==> config.mk <==
export PLATFORM = sky130hd
export DESIGN_NAME = hdr_word_serializer
export DESIGN_NICKNAME = d
export VERILOG_FILES = /design/src/rtl/hdr_word_serializer.sv
export SDC_FILE = /design/constraint.sdc
export NUM_CORES = 1
export LEC_CHECK = 0
export ABC_AREA = 1
export ABC_CLOCK_PERIOD_IN_PS = 3060
export BUFFER_PORTS_ARGS = -buffer_cell sky130_fd_sc_hd__buf_2
export CAP_MARGIN = 5
export CORE_MARGIN = 2
export CORE_UTILIZATION = 39
export CTS_CLUSTER_DIAMETER = 50
export DETAILED_ROUTE_END_ITERATION = 7
export PLACE_DENSITY_LB_ADDON = 0.25
export SETUP_SLACK_MARGIN = 0.5
export SYNTH_ARGS = -nofsm -noshare
export SYNTH_HDL_FRONTEND = slang
export SYNTH_SLANG_ARGS = --single-unit
==> constraint.sdc <==
create_clock -name clk -period 3.06 [get_ports clk]
set_clock_uncertainty 0.05 [all_clocks]
set_input_delay 0 -clock clk [delete_from_list [all_inputs] [get_ports clk]]
set_output_delay 0 -clock clk [all_outputs]
set_load 0.01 [all_outputs]
==> src/rtl/hdr_word_serializer.sv <==
module hdr_word_serializer #(
  parameter int DATA_W   = 16,
  parameter int FIELD_W  = 10,
  parameter int NF       = 4,
  parameter logic [NF-1:0] SRC_MASK = 4'b1010,
  localparam int HDR_W   = NF * FIELD_W,
  localparam int WORDS   = (HDR_W + DATA_W - 1) / DATA_W,
  localparam int PAD_W   = WORDS * DATA_W,
  localparam int AW      = (NF > 1) ? $clog2(NF) : 1,
  localparam int CW      = (WORDS > 1) ? $clog2(WORDS) : 1
) (
  input  logic              clk,
  input  logic              rst,
  input  logic [HDR_W-1:0]  hdr_in,
  input  logic              hdr_valid,
  output logic              hdr_ready,
  input  logic              reg_wr,
  input  logic              reg_rd,
  input  logic [AW-1:0]     reg_addr,
  input  logic [FIELD_W-1:0] reg_wdata,
  output logic [FIELD_W-1:0] reg_rdata,
  output logic [DATA_W-1:0] src_data,
  output logic              src_valid,
  input  logic              src_ready,
  output logic              src_sop,
  output logic              src_eop
);
  localparam logic [CW-1:0] LAST = CW'(WORDS - 1);

  logic [FIELD_W-1:0] regs [NF];
  logic [HDR_W-1:0]   merged;
  logic [PAD_W-1:0]   held;
  logic [DATA_W-1:0]  words [WORDS];
  logic [CW-1:0]      cnt;
  logic               busy;

  for (genvar i = 0; i < NF; i++) begin : g_field
    localparam int HI = HDR_W - 1 - i * FIELD_W;
    if (SRC_MASK[i]) begin : g_reg
      assign merged[HI -: FIELD_W] = regs[i];
      always_ff @(posedge clk)
        if (rst) regs[i] <= '0;
        else if (reg_wr && 32'(reg_addr) == i) regs[i] <= reg_wdata;
    end else begin : g_dp
      assign merged[HI -: FIELD_W] = hdr_in[HI -: FIELD_W];
      assign regs[i] = '0;
    end
  end

  for (genvar k = 0; k < WORDS; k++) begin : g_word
    assign words[k] = held[PAD_W - 1 - k * DATA_W -: DATA_W];
  end

  always_ff @(posedge clk) begin
    if (rst) begin
      busy <= 1'b0;
      cnt  <= '0;
      held <= '0;
    end else if (!busy) begin
      if (hdr_valid) begin
        busy <= 1'b1;
        cnt  <= '0;
        held <= PAD_W'({merged, {(PAD_W - HDR_W){1'b0}}});
      end
    end else if (src_ready) begin
      if (cnt == LAST) begin
        busy <= 1'b0;
        cnt  <= '0;
      end else begin
        cnt <= cnt + 1'b1;
      end
    end
  end

  always_ff @(posedge clk) begin
    if (rst) reg_rdata <= '0;
    else if (reg_rd) reg_rdata <= (32'(reg_addr) < NF) ? regs[reg_addr] : '0;
  end

  assign hdr_ready = !busy;
  assign src_valid = busy;
  assign src_data  = words[cnt];
  assign src_sop   = busy && cnt == '0;
  assign src_eop   = busy && cnt == LAST;
endmodule


==> impl_metrics.toml <==
[power_and_ir_drop]
p_per_area_nw_per_um2 = 531
power_mw = 2.10
ir_drop_uv = 334
leakage_nw = 1.75

[route]
drt_iter0_markers = 178
vias = 3023
wl_per_cell_um = 12.7
dr.pass1.iters = 4
ant_nets = 0
drc = 0
avgViaCountPerCell = 4.85
drt_wl_total_mm = 7.94

[synthesis]
synth_edf_count = 0
synth_compound_area_share_pct = 10.2
ys_async_sr_fraction_pct = 0
ys.flop_type = "dfxtp_1"
synth_seq_area_share_pct = 45.7
synth_cells = 434
synthAdderAreaFrac_pct = 0
synthXorXnorAreaFrac_pct = 0
synthSimpleGateAreaFrac_pct = 35.3
ys_ff_latch = 73
synth.area.mux_share_pct = 0
yosysWarnings = 0
syn_area_um2 = 3200
synthesis.nets = 492
netlist-cell-type-count = 24
synth_top_family_by_area = "simple AND/OR/NAND/NOR gates"
syn-mean-instance-area_um2 = 7.37

[status]
status = "completed"

[job]
cap_violations = 0

[clocking]
cts_buffer_depth = 2
cts-root-buf = "clkbuf_8"
clkTransAtPathRegs_ns = 0.08
numCtsBuffers = 9
cts.sinks = 73
clk_latency_ns = 0.34
cts_tree = "done"
htreeDepth = 3

[sta]
slew_viol_final = 0
finalSetupViolCount = 0
fin_setup_tns_ns = 0
worst_slew_pin_slew_ns = 0.648
post-route-min-period_ns = 1.74
fmax_mhz = 574
hold_viol_final = 0
period_share_pct = 56.9
finalHoldWorstSlack_ns = 0.0678
rsz0062_at_grt = "no"
slew_headroom_pct = 56.8

[worst_setup_path]
cp.arrival_ns = 1.69
end_kind = "primary output"
r2r-start = "cnt[1]"
critPathBufInv = 2
reg2reg_to = "src_valid"
critPathTopFamily = "simple AND/OR/NAND/NOR gates"
cp_max_fo = 17
critPathRequiredTime_ns = 3.01
startpoint_type = "flop"
r2r_slack_ns = 1.44
reg2reg_depth = 4
slowest_stage = "dfxtp_1"
crit_type = "flop to primary output"
worstPathCellList = "inv_2 > nor2_4 > nand2_1 > nand3_1 > buf_2"
slowest_delay_ns = 0.54

[final_layout]
areaGrowthSynthToFinish_pct = 24.0
fin_area_um2 = 3970
fin_cells = 623
num_antenna_cells = 0
n_fill_cell = 832
drive_gt1_share_pct = 21.4
finalNetCount = 571

[hold_path]
hp-class = "primary input to flop"
hold_depth = 3
whs_endpoint = "merged[6]"
min_from = "reg_wr"

[die]
die_area_um2 = 8940
io_pins = 88
fp.dieW_um = 94.6
rows = 33
die_h_um = 94.6
core_um2 = 8090
start_util_pct = 39.5

[place]
dp.cells = 575
gp_congestion = 0.834
dpl-instance-area_um2 = 3450
portBuffers = 67
dpl.hpwl_mm = 4.98

[global_route]
grt_use_met1_pct = 25.0
antenna_found_initial = 0
gr-usage-all-layers_pct = 18.8
grtUsageMet3_pct = 3.11
grt_util_met2_pct = 30.8
grt_pass1_wl_mm = 13.2
grt_max_degree = 44
grt_busiest_layer = "met2"
grt.overflow.total = 0
grt_pass1_vias = 2872
-- stage by stage --
| stage | utilization [%] | setup slack, ns |
|---|---|---|
| after floorplan | - | 1.95 |
| after global placement | 42.6 | 1.43 |
| after detailed placement | 42.6 | 1.42 |
| after CTS | 49.0 | 1.30 |
| after global routing | 49.0 | 1.19 |
| final | 49.0 | 1.32 |
-- cell usage after synthesis (7+ instances only) --
library cell	count	area share (%)
nor2_1	84	9.9
nand2_1	81	9.5
dfxtp_1	73	46
nand3_1	41	6.4
o21ai_0	25	3.9
a21oi_1	21	3.3
nand4_1	20	3.9
nor2_2	17	3.3
o21ai_1	16	2.5
buf_2	13	2.0
inv_1	11	1.3
buf_6	9	3.2
clkbuf_1	7	0.82
-- metal layers --
| layer | vias to the layer above | wire, um |
|---|---|---|
| li1 | 1578 | - |
| met1 | 1379 | 3900 |
| met2 | 61 | 3650 |
| met3 | 5 | 318 |
| met4 | 0 | 66 |
| met5 | - | 0 |
-- worst reg2reg max path: cells and delay by family (launching register included) --
kind	cells	cell delay, ns
compound gates	1	0.11
buf+inv	2	0.66
flops	1	0.48
simple gates	1	0.21
-- cells in the final DEF, fill, tap and decap left out --
master / instances
inv_1: 11
nor3_1: 2
nand2_8: 1
nand3_1: 41
nand2_1: 81
nor2_2: 17
inv_6: 1
nand4_1: 20
inv_4: 1
clkbuf_8: 10
nor2_1: 84
dfxtp_1: 73
nor2_4: 3
bufinv_16: 1
o21ai_1: 16
o21ai_0: 25
clkinv_2: 4
clkinvlp_4: 1
buf_2: 67
inv_2: 3
a31oi_1: 1
dlygate4sd3_1: 32
a21oi_1: 21
nand3_2: 1
a21oi_2: 1
-- how the worst max path moves through the flow --
stage          cells after the start        start           end  slack, ns
5_1_grt                            5       cnt[0]  src_data[13]       1.19
3_3_place_gp                       5  reg_addr[1]    merged[22]       1.43
6_report                           5       cnt[0]  src_data[15]       1.32
2_1_floorplan                      6    src_valid      held[39]       1.95
3_5_place_dp                       5  reg_addr[1]    merged[24]       1.42
4_1_cts                            5       cnt[0]  src_data[11]       1.30
-- sequential cells by signal, summed over array words and instances (netlist names) --
signal,cells
reg_rdata,10
merged,20
cnt,2
src_valid,1
held,40
-- repair_timing --
| item | CTS | global route |
|---|---|---|
| endpoints found under the hold margin | 43 | 0 |
| endpoints found under the setup margin | 0 | 0 |
| buffers inserted | 0 | 0 |
| hold buffers | 32 | 0 |
| gates resized for setup | 0 | 0 |
-- logic make-up after synthesis --
group	Yosys count
buf+inv	47
flops	73
compound gates	64
simple gates	250
-- area by class of cell --
class | count | area, um2 | area share, %
Tap cell | 105 | 131 | 3.31
Clock buffer | 10 | 138 | 3.47
Sequential cell | 73 | 1460 | 36.8
Inverter | 16 | 67.6 | 1.70
Clock inverter | 6 | 57.6 | 1.45
Multi-Input combinational cell | 314 | 1460 | 36.7
Timing Repair Buffer | 99 | 656 | 16.5
-- report_power, final --
| group | switching [mW] | internal, mW | total [mW] |
|---|---|---|---|
| sequential | 0.0379 | 1.01 | 1.05 |
| combinational | 0.183 | 0.130 | 0.313 |
| clock | 0.353 | 0.393 | 0.746 |
(Power assumes the default switching activity.)
